--- src/rtl/rsc_pkg.sv ---
`timescale 1ns/1ps
package rsc_pkg;
   // Operator switches that share one synchronizer
   typedef struct packed {
      logic run;
      logic fast;
      logic step;
   } rsc_sw_t;

   localparam int unsigned RSC_MIN_SYNC = 2;
endpackage

--- src/rtl/rsc_sync.sv ---
`timescale 1ns/1ps
module rsc_sync #(
   parameter int unsigned W      = 1,
   parameter int unsigned STAGES = 2
) (
   input  logic         clk,
   input  logic         arst,
   input  logic [W-1:0] d,
   output logic [W-1:0] q
);
   if (STAGES < 1) begin : g_bad_stages
      $error("rsc_sync: STAGES must be at least 1");
   end

   if (STAGES == 1) begin : g_single
      logic [W-1:0] st;
      always_ff @(posedge clk or posedge arst) begin
         if (arst) st <= '0;
         else      st <= d;
      end
      assign q = st;
   end else begin : g_chain
      logic [STAGES-1:0][W-1:0] st;
      always_ff @(posedge clk or posedge arst) begin
         if (arst) st <= '0;
         else      st <= {st[STAGES-2:0], d};
      end
      assign q = st[STAGES-1];
   end
endmodule

--- src/rtl/rsc_debounce.sv ---
`timescale 1ns/1ps
module rsc_debounce #(
   parameter int unsigned DEB = 16
) (
   input  logic clk,
   input  logic arst,
   input  logic din,
   output logic rise
);
   localparam int unsigned CW   = $clog2(DEB + 1);
   localparam logic [CW-1:0] LAST = CW'(DEB - 1);

   if (DEB < 1) begin : g_bad_deb
      $error("rsc_debounce: DEB must be at least 1");
   end

   logic          level;
   logic [CW-1:0] cnt;

   always_ff @(posedge clk or posedge arst) begin
      if (arst) begin
         level <= 1'b0;
         cnt   <= '0;
         rise  <= 1'b0;
      end else begin
         rise <= 1'b0;
         if (din != level) begin
            if (cnt == LAST) begin
               level <= din;
               cnt   <= '0;
               rise  <= din;
            end else begin
               cnt <= cnt + 1'b1;
            end
         end else begin
            cnt <= '0;
         end
      end
   end
endmodule

--- src/rtl/rsc_rate.sv ---
`timescale 1ns/1ps
module rsc_rate #(
   parameter int unsigned DIV = 8
) (
   input  logic clk,
   input  logic arst,
   input  logic clr,
   output logic tick
);
   if (DIV < 1) begin : g_bad_div
      $error("rsc_rate: DIV must be at least 1");
   end

   if (DIV == 1) begin : g_every
      assign tick = 1'b1;
   end else begin : g_div
      localparam int unsigned CW = $clog2(DIV);
      localparam logic [CW-1:0] LAST = CW'(DIV - 1);
      logic [CW-1:0] cnt;
      assign tick = (cnt == LAST);
      always_ff @(posedge clk or posedge arst) begin
         if (arst)      cnt <= '0;
         else if (clr)  cnt <= '0;
         else if (tick) cnt <= '0;
         else           cnt <= cnt + 1'b1;
      end
   end
endmodule

--- src/rtl/rsc_rstgen.sv ---
`timescale 1ns/1ps
module rsc_rstgen #(
   parameter int unsigned STAGES = 2,
   parameter int unsigned HOLD   = 16
) (
   input  logic clk,
   input  logic arst,
   output logic rst_q
);
   localparam int unsigned CW = $clog2(HOLD + 1);
   localparam logic [CW-1:0] DONE = CW'(HOLD);

   if (HOLD < 1) begin : g_bad_hold
      $error("rsc_rstgen: HOLD must be at least 1");
   end

   logic          rel;
   logic [CW-1:0] cnt;

   rsc_sync #(.W(1), .STAGES(STAGES)) u_rel_sync (
      .clk (clk),
      .arst(arst),
      .d   (1'b1),
      .q   (rel)
   );

   always_ff @(posedge clk or posedge arst) begin
      if (arst) begin
         cnt   <= '0;
         rst_q <= 1'b1;
      end else begin
         if (!rel)             cnt <= '0;
         else if (cnt != DONE) cnt <= cnt + 1'b1;
         rst_q <= (cnt != DONE);
      end
   end
endmodule

--- src/rtl/runstep_ctrl.sv ---
`timescale 1ns/1ps
module runstep_ctrl #(
   parameter int unsigned SYNC_STAGES = 2,
   parameter int unsigned DEB_CYCLES  = 16,
   parameter int unsigned SLOW_DIV    = 8
) (
   input  logic clk,
   input  logic reset_btn,
   input  logic run_sw,
   input  logic fast_sel,
   input  logic step_btn,
   input  logic brk_req,
   output logic adv_en,
   output logic rst_out
);
   import rsc_pkg::*;

   if (SYNC_STAGES < RSC_MIN_SYNC) begin : g_bad_sync
      $error("runstep_ctrl: SYNC_STAGES below minimum");
   end

   rsc_sw_t sw_raw, sw_s;
   logic    run_s, fast_s;
   logic    step_rise;
   logic    rst_q;
   logic    slow_tick;
   logic    brk_q, halted_q, adv_q;
   logic    run_active, stepping, free_tick, adv_d;

   assign sw_raw = '{run: run_sw, fast: fast_sel, step: step_btn};

   rsc_sync #(.W($bits(rsc_sw_t)), .STAGES(SYNC_STAGES)) u_sw_sync (
      .clk (clk),
      .arst(reset_btn),
      .d   (sw_raw),
      .q   (sw_s)
   );

   assign run_s  = sw_s.run;
   assign fast_s = sw_s.fast;

   rsc_debounce #(.DEB(DEB_CYCLES)) u_step_deb (
      .clk (clk),
      .arst(reset_btn),
      .din (sw_s.step),
      .rise(step_rise)
   );

   rsc_rstgen #(.STAGES(SYNC_STAGES), .HOLD(DEB_CYCLES)) u_rst (
      .clk  (clk),
      .arst (reset_btn),
      .rst_q(rst_q)
   );

   rsc_rate #(.DIV(SLOW_DIV)) u_rate (
      .clk (clk),
      .arst(reset_btn),
      .clr (rst_q),
      .tick(slow_tick)
   );

   always_comb begin
      run_active = run_s && !halted_q && !brk_q;
      stepping   = !run_s || halted_q;
      free_tick  = fast_s || slow_tick;
      adv_d      = (run_active && free_tick) || (stepping && step_rise);
   end

   always_ff @(posedge clk or posedge reset_btn) begin
      if (reset_btn) begin
         brk_q    <= 1'b0;
         halted_q <= 1'b0;
         adv_q    <= 1'b0;
      end else if (rst_q) begin
         brk_q    <= 1'b0;
         halted_q <= 1'b0;
         adv_q    <= 1'b0;
      end else begin
         brk_q    <= brk_req;
         halted_q <= run_s && (halted_q || brk_q);
         adv_q    <= adv_d;
      end
   end

   assign adv_en  = adv_q;
   assign rst_out = rst_q;
endmodule

--- config.mk ---
export PLATFORM = sky130hd
export DESIGN_NAME = runstep_ctrl
export DESIGN_NICKNAME = d
export VERILOG_FILES = /design/src/rtl/rsc_pkg.sv /design/src/rtl/rsc_sync.sv /design/src/rtl/rsc_debounce.sv /design/src/rtl/rsc_rate.sv /design/src/rtl/rsc_rstgen.sv /design/src/rtl/runstep_ctrl.sv
export SDC_FILE = /design/constraint.sdc
export NUM_CORES = 1
export LEC_CHECK = 0
export ABC_AREA = 0
export BUFFER_PORTS_ARGS = -buffer_cell sky130_fd_sc_hd__buf_2
export CORE_MARGIN = 2
export CORE_UTILIZATION = 35
export DETAILED_ROUTE_END_ITERATION = 7
export PLACE_DENSITY = 0.61
export SYNTH_ARGS = -nofsm -noshare
export SYNTH_HDL_FRONTEND = slang
export SYNTH_HIERARCHICAL = 1
export SYNTH_SLANG_ARGS = --single-unit
--- constraint.sdc ---
create_clock -name clk -period 1.4 [get_ports clk]
set_input_delay 0.07 -clock clk [delete_from_list [all_inputs] [get_ports clk]]
set_output_delay 0.07 -clock clk [all_outputs]
set_load 0.01 [all_outputs]
# After elaboration in Yosys (flattened, before gate mapping)
# Cells that the tools add are included.
[totals]
reg_bits = 27
latchBits = 0
mem_bits_rw = 0
romBits = 0
out_inout_bits = 2
memories = 0
[op_classes]
n_addsub = 3
mul = 0
n_div = 0
order_cmp = 0
n_eq_ne = 5
n_shift = 0
n_mux = 11
n_bitwise = 0
reduce_logical = 13
[op_table]
columns = ["op", "count"]
rows = [
  ["5-bit 2-to-1 mux", 4],
  ["5-bit by 1-bit adder with 5-bit output (second input constant)", 2],
  ["3-bit 2-to-1 mux", 2],
  ["5-bit by 4-bit equality test with 1-bit output (second input constant)", 1],
  ["1-bit logical AND", 5],
  ["1-bit 2-to-1 mux", 5],
  ["5-bit != test (second input constant)", 1],
  ["1-bit logical OR", 4],
  ["3-bit by 1-bit adder with 3-bit output (second input constant)", 1],
  ["3-bit equality test (second input constant)", 1],
  ["1-bit logical NOT", 3],
  ["2-bit by 1-bit != test with 1-bit output (second input constant)", 1],
  ["2-bit AND reduction", 1],
  ["1-bit != test", 1],
]

# Logic depth before layout (Yosys ltp)
# Gate-level depths: netlist (run 1).
[logic_depth]
ltp_word = 6
ltp_mapped = 5

# By module
# Netlist (run 1), hierarchy kept.
[by_module_without_submodules]
columns = ["module", "instances", "cells_per_inst", "area_each_um2"]
rows = [
  ["rsc_rstgen", 1, 30, 314.1],
  ["rsc_debounce", 1, 24, 289.0],
  ["rsc_sync at u_sw_sync", 1, 10, 176.4],
  ["runstep_ctrl", 1, 12, 142.6],
  ["rsc_rate", 1, 9, 126.4],
  ["rsc_sync at u_rst.u_rel_sync", 1, 3, 53.8],
]

# Least setup slack after synthesis (run 1)
# No wires, ideal clock.
[synth_path]
path_kind = "flip-flop to flip-flop"
startpoint = "reg u_step_deb.cnt[0]"
endpoint = "reg u_step_deb.level"
setup_time_ns = 0.125
arrival_time_ns = 1.053
t_required_ns = 1.275
slack_ns = 0.222
stages_incl_launch_ff = 5
cell_sequence = "dfrtp_1 > ha_1 > nand3_2 > nor2_1 > mux2_2"
[synth_via]
elab_chain_len = 2
[synth_lines]
columns = ["item", "line", "text"]
rows = [
  ["from (decl)", "rsc_debounce.sv:18", "logic [CW-1:0] cnt;"],
  ["from (signal assigned)", "rsc_debounce.sv:33", "cnt <= cnt + 1'b1;"],
  ["5-bit by 4-bit equality test with 1-bit output", "rsc_debounce.sv:28", "if (cnt == LAST) begin"],
  ["2-bit AND reduction (no line)", "n/a", ""],
  ["to (signal assigned)", "rsc_debounce.sv:29", "level <= din;"],
  ["to (decl)", "rsc_debounce.sv:17", "logic level;"],
]
# Every way passes these cells.
# A chain may end at the register's enable or synchronous reset.

# Final worst setup path (run 1)
# Same ends and word-level chain as after synthesis.

==> results by group, run 1 <==
Floorplan
  – Die area: 0.003614 mm^2
  – Core Rows: 20
  – Chip height: 60.12 um
  – Initial Util: 36.40%
  – Die width: 60.12 um
  – Ports: 8
  – Core footprint: 0.003028 mm^2

Drt
  – Number of remaining DRC errors: 0
  – DRT iter0 DRCs: 31
  – Routed wire per std cell: 10.09 um
  – DR vias/cell: 4.241
  – WL final: 1463 um
  – Initial DRT Pass Iterations: 7
  – Vias: 615
  – Antenna Nets Post-Route: 0

CTS
  – Clock Path Buffers: 2
  – H-Tree Depth: 1
  – Post-CTS sizing: 0
  – Clk sink count: 27
  – CTS tree: yes
  – CTS buffer count: 3
  – Root Driver: clkbuf_4
  – Clk pin slew, worst setup/hold paths: 140 ps
  – Clock Latency Late Sink: 320 ps

Yosys
  – Synth Area in Compound Gates: 1.930%
  – Top cell type by total area after synthesis: dfrtp_1
  – Post-Synthesis Cells: 88
  – Simple-Gate Fraction of Synth Area: 17.37%
  – Net count after synthesis: 99
  – Post-synth top area share: 59.02%
  – Area contributors post-synth: dfrtp_1 (59%), ha_1 (5.7%), mux2i_1 (3.6%)
  – Synth Register Bits: 27
  – Syn avg cell area: 12.53 um^2
  – Adder-Cell Fraction of Synth Area: 5.675%
  – Mux cell area share after synthesis: 4.654%
  – Xor/xnor share of the synthesized area: 3.178%
  – Mapped cell area: 0.001102 mm^2
  – Synth cell types: 27
  – Seq/Total Area, Yosys: 61.41%
  – Largest family of logic cells by synthesized area: simple AND/OR/NAND/NOR gates
  – Syn. warnings: 6

Final layout
  – Most frequent cells in the layout: dfrtp_1 (26), inv_1 (9), buf_2 (7), nor2_1 (6)
  – Inserted Diodes: 0
  – Nets: 113
  – P&R area growth vs syn: 13.39%
  – Share of cells above drive strength 1: 19.80%
  – Commonest non-fill, non-tap cell in the layout: dfrtp_1
  – Final cell utilization of the core: 41.28%

Timing
  – Crit share post-route: 89.41%
  – Maximum clock rate: 798.9 MHz
  – Post-Route Setup TNS: 0 ps
  – Slew Limit Fails: 0
  – Final setup viols: 0
  – RSZ-0062 raised after global routing: no
  – Final min period: 1252 ps
  – Hold WS: 179.7 ps
  – Layout Skew: 3.166 ps
  – Final hold vios: 0

Placement
  – RePlAce Congestion: 0.7210
  – Dpl hpwl: 1134 um
  – Port Buf Inserts: 7

Global routing
  – Initial antenna violation count: 0
  – First-pass GRT wire length: 2711 um
  – GRT Overall Usage: 10.21%
  – Pin count of the biggest net entering global routing: 17
  – Vias in the first global route: 689
  – Gr ovfl total: 0

Critical path
  – Worst Path Max Fanout: 4
  – Startpoint Class: register
  – CP max stage cell: dfrtp_1
  – Worst Path Class, Setup: register to register
  – Critical Path End Type: register
  – CP max stage delay: 400 ps
  – Cell Chain, Critical Path: ha_1 -> nand3_2 -> nor2_1 -> mux2_2
  – Critical Path RT: 1620 ps
  – Arrival @ worst endpoint: 1480 ps

Power
  – Pwr Total: 1.232 mW
  – Pwr dens: 985.9 mW/mm^2
  – Maximum vdd ir drop: 511.1 uV
  – LEAKAGE: 0.6343 nW

Outcome
  – Status: finished clean

Worst hold path
  – Hold Path Class: input port to async pin

Flow run
  – Max Cap Violations: 0
where the power goes:
group / leakage (nW) / switching [mW] / internal [mW]
Sequential: 0.350 / 0.0208 / 0.806
Combinational: 0.270 / 0.0385 / 0.0365
Clock: 0.0139 / 0.222 / 0.109
Total: 0.634 / 0.281 / 0.951
synth_stat cells, drive strengths merged:
master and number:
and2 1, and2b 1, and3 2, and4bb 1, buf 3, conb 1, dfrtp 26, dfstp 1
ha 5, inv 10, mux2 1, mux2i 4, nand2 5, nand2b 4, nand3 4, nor2 6
nor2b 3, nor3 1, nor3b 1, nor4b 1, o21ai 1, o32ai 1, or3b 1, xor2 4
per-stage QoR:
stage	cells	setup WS, ps	area (um^2)
floorplan	88	221.8	1102
global placement	136	191.3	1170
CTS	145	144.1	1250
global route	145	94.76	1250
detailed placement	136	164.5	1170
finish	145	148.3	1250
sequential cells by signal, indices dropped and copies added (netlist names):
register,cells
u_sw_sync/g_chain.st,3
u_step_deb/level,1
u_step_deb/rise,1
u_rst/cnt,5
brk_q,1
u_sw_sync/q,3
u_rst/rst_q,1
halted_q,1
u_step_deb/cnt,5
u_rate/g_div.cnt,3
u_rst/u_rel_sync/q,1
u_rst/u_rel_sync/g_chain.st,1
adv_en,1
kinds of logic after synthesis:
family | count (synthesis)
buffers and inverters | 13
AOI/OAI and AO/OA | 2
xor gates and xnor gates | 4
DFF | 27
muxes | 5
and+or+nand+nor | 31
other | 1
adders and majority gates | 5
final timing paths:
| kind | start | endpoint | slack [ps] | cells after the start |
|---|---|---|---|---|
| max in group asynchronous | reset_btn | u_rst/rst_q | 900 | 3 |
| worst min-delay path | reset_btn | u_rst/u_rel_sync/g_chain.st[0] | 180 | 3 |
| worst min register to register | u_sw_sync/g_chain.st[1] | u_sw_sync/q[1] | 370 | 0 |
| worst max-delay path | u_step_deb/cnt[0] | u_step_deb/level | 150 | 4 |
| min in group clk | u_sw_sync/g_chain.st[1] | u_sw_sync/q[1] | 370 | 0 |
| worst max register to register | u_step_deb/cnt[0] | u_step_deb/level | 150 | 4 |
critical path, delay by kind of cell (launching register included):
| family | cells | cell delay (ps) |
|---|---|---|
| adders and majority gates | 1 | 200 |
| muxes | 1 | 340 |
| DFF | 1 | 400 |
| and+or+nand+nor | 2 | 220 |
area by class of cell:
class	instances	area (um^2)
fillers	279	1778
well taps	44	55.05
clock inverters	1	7.507
flip-flops and latches	27	676.9
multi-input cells	48	365.4
inverters	10	37.54
repair buffers	12	85.08
clock buffers	3	22.52
timing repair:
item	in CTS	in global routing
endpoints found under the setup margin	0	0
hold buffers	5	0
buffers inserted	0	0
endpoints found under the hold margin	31	0
metal layers:
metal	track usage, %	vias to the layer above	part of all wire, %
met5	0	-	0
met4	2.857	0	0
met3	3.896	0	4.1
met2	18.63	12	53
met1	10.84	300	43
li1	-	303	-
Power figures use the tool's default switching activity.
==> run 2, diff against run 1 <==
==> constraint.sdc (replaced) <==
create_clock -name clk -period 1.4 [get_ports clk]
set_input_delay 0.42 -clock clk [delete_from_list [all_inputs] [get_ports clk]]
set_output_delay 0.42 -clock clk [all_outputs]
set_load 0.01 [all_outputs]
==> run 2 against run 1 <==
The run now ends with setup timing left. Hold slack improved by 13 ps. Power decreased by 0.72%. Cell area decreased by 2.1%. First-iteration DRC count decreased by 3.2%. Maximum frequency decreased by 11%. Global-route usage increased by 0.14 points. Core utilization decreased by 0.87 points. Count of clock-buffer cells in the layout unchanged. Sequential share of layout area increased by 1.2 points. Via count decreased by 0.98%. Wire length decreased by 0.55%. Combinational power decreased by 11%. Largest cell class unchanged. Highest routed layer unchanged.
==> results by group, run 2 (synthesis results as in run 1) <==
Global routing
  – GRT Overall Usage: 10.35%
  – Initial antenna violation count: 0
  – Vias in the first global route: 698
  – First-pass GRT wire length: 2753 um
  – Gr ovfl total: 0
  – Pin count of the biggest net entering global routing: 17

Power
  – LEAKAGE: 0.6254 nW
  – Pwr Total: 1.224 mW
  – Maximum vdd ir drop: 511.6 uV
  – Pwr dens: 999.9 mW/mm^2

Floorplan
  – Ports: 8
  – Die area: 0.003614 mm^2
  – Core footprint: 0.003028 mm^2
  – Chip height: 60.12 um
  – Initial Util: 36.40%
  – Core Rows: 20
  – Die width: 60.12 um

CTS
  – Clock Latency Late Sink: 320 ps
  – CTS buffer count: 3
  – Clk sink count: 27
  – Clock Path Buffers: 2
  – Clk pin slew, worst setup/hold paths: 140 ps
  – CTS tree: yes
  – H-Tree Depth: 1
  – Root Driver: clkbuf_4

Final layout
  – Inserted Diodes: 0
  – Most frequent cells in the layout: dfrtp_1 (26), inv_1 (9), nor2_1 (6), buf_2 (6)
  – Nets: 110
  – Share of cells above drive strength 1: 21.43%
  – Register area: 676.9 um^2
  – Commonest non-fill, non-tap cell in the layout: dfrtp_1
  – Top flop regs: u_rst/cnt (5), u_step_deb/cnt (5)
  – P&R area growth vs syn: 11.01%
  – Area occupied by multi-input gates: 365.4 um^2
  – Finished Layout Cells: 142
  – Final-layout fill cell count: 285

Drt
  – Routed wire per std cell: 10.25 um
  – Met1 WL: 623 um
  – Number of remaining DRC errors: 0
  – WL met3: 65 um
  – DRT iter0 DRCs: 30
  – Highest routed layer: met3
  – DR vias/cell: 4.289
  – Initial DRT Pass Iterations: 7
  – Antenna Nets Post-Route: 0
  – WL final: 1455 um
  – Met2 WL post-DR: 766 um
  – Vias: 609

Critical path
  – Startpoint Class: register
  – Critical Path RT: 980 ps
  – Worst reg-to-reg setup slack: 150 ps
  – CP max stage delay: 570 ps
  – Cell Chain, Critical Path: buf_6
  – Worst r2r path cells: 4
  – FF-to-FF Start: u_step_deb/cnt[0]
  – Arrival @ worst endpoint: 980 ps
  – CP max stage cell: dfstp_2
  – FF-to-FF End: u_step_deb/level
  – CP top delay family: flip-flops
  – Worst Path Class, Setup: register to output pin
  – Worst Path Max Fanout: 2
  – Buffers & Inverters on Critical Path: 1
  – Critical Path End Type: output pin

Timing
  – Slew Limit Fails: 0
  – Final hold vios: 0
  – Final min period: 1402 ps
  – Fin worst setup slack: -2.039 ps
  – Final setup viols: 1
  – Maximum clock rate: 713.2 MHz
  – RSZ-0062 raised after global routing: yes
  – Crit share post-route: 100.1%
  – Layout Skew: 1.045 ps

Outcome
  – Failing checks: setup timing
  – Status: finished, violations left

Worst hold path
  – Hold EP: u_sw_sync/g_chain.st[1]
  – Hold path start: fast_sel
  – Hold Path Class: input port to register
  – Hold path cells: 1

Placement
  – Placed cell count: 136
  – RePlAce Congestion: 0.7210
  – Dpl hpwl: 1134 um
  – Port Buf Inserts: 7

Flow run
  – Max Cap Violations: 0
run 2: what timing repair did:
action | 4_1_cts | 5_1_grt
buffers inserted | 1 | 0
hold buffers | 1 | 0
resized for setup | 1 | 0
setup endpoints to repair | 1 | 1
hold endpoints to repair | 8 | 0
run 2: layout make-up:
type | instances | share of cell area, %
clock buffer | 3 | 1.840
clock inverter | 1 | 0.6135
tap | 44 | 4.499
multi-input combinational | 48 | 29.86
sequential | 27 | 55.32
inverter | 10 | 3.067
timing repair buffer | 9 | 4.806
run 2: routing by layer:
| layer | vias to the layer above | GRT usage, % |
|---|---|---|
| met5 | - | 0 |
| met4 | 0 | 2.857 |
| met3 | 0 | 3.896 |
| met2 | 12 | 19.10 |
| met1 | 300 | 10.84 |
| li1 | 297 | - |
run 2: stage by stage:
| stage | setup slack (ps) | instance area (um^2) | TNS, ps | hold slack, ps | util [%] |
|---|---|---|---|---|---|
| global placement | 191.3 | 1170 | 0 | 332.5 | 38.64 |
| detailed placement | 164.5 | 1170 | 0 | 333.4 | 38.64 |
| finish | -2.039 | 1224 | -2.039 | 192.8 | 40.41 |
| global route | -53.75 | 1224 | -53.75 | 158.6 | 40.41 |
| CTS | -14.88 | 1224 | -14.88 | 175.5 | 40.41 |
| floorplan | 221.8 | 1102 | 0 | 161.2 | - |
run 2: where the power goes:
group	internal, mW	switching, mW	total (mW)	leakage (nW)
Clock	0.109	0.221	0.331	0.0139
Combinational	0.0293	0.0373	0.0666	0.261
Sequential	0.806	0.0208	0.826	0.350
run 2: how the worst max path moves through the flow:
stage | startpoint | endpoint | cells past startpoint
after detailed placement | u_step_deb/cnt[0] | u_step_deb/level | 4
after CTS | u_rst/rst_q | rst_out | 1
final | u_rst/rst_q | rst_out | 1
after global placement | u_step_deb/cnt[0] | u_step_deb/level | 4
after global routing | u_rst/rst_q | rst_out | 1
after floorplan | u_step_deb/cnt[0] | u_step_deb/level | 4
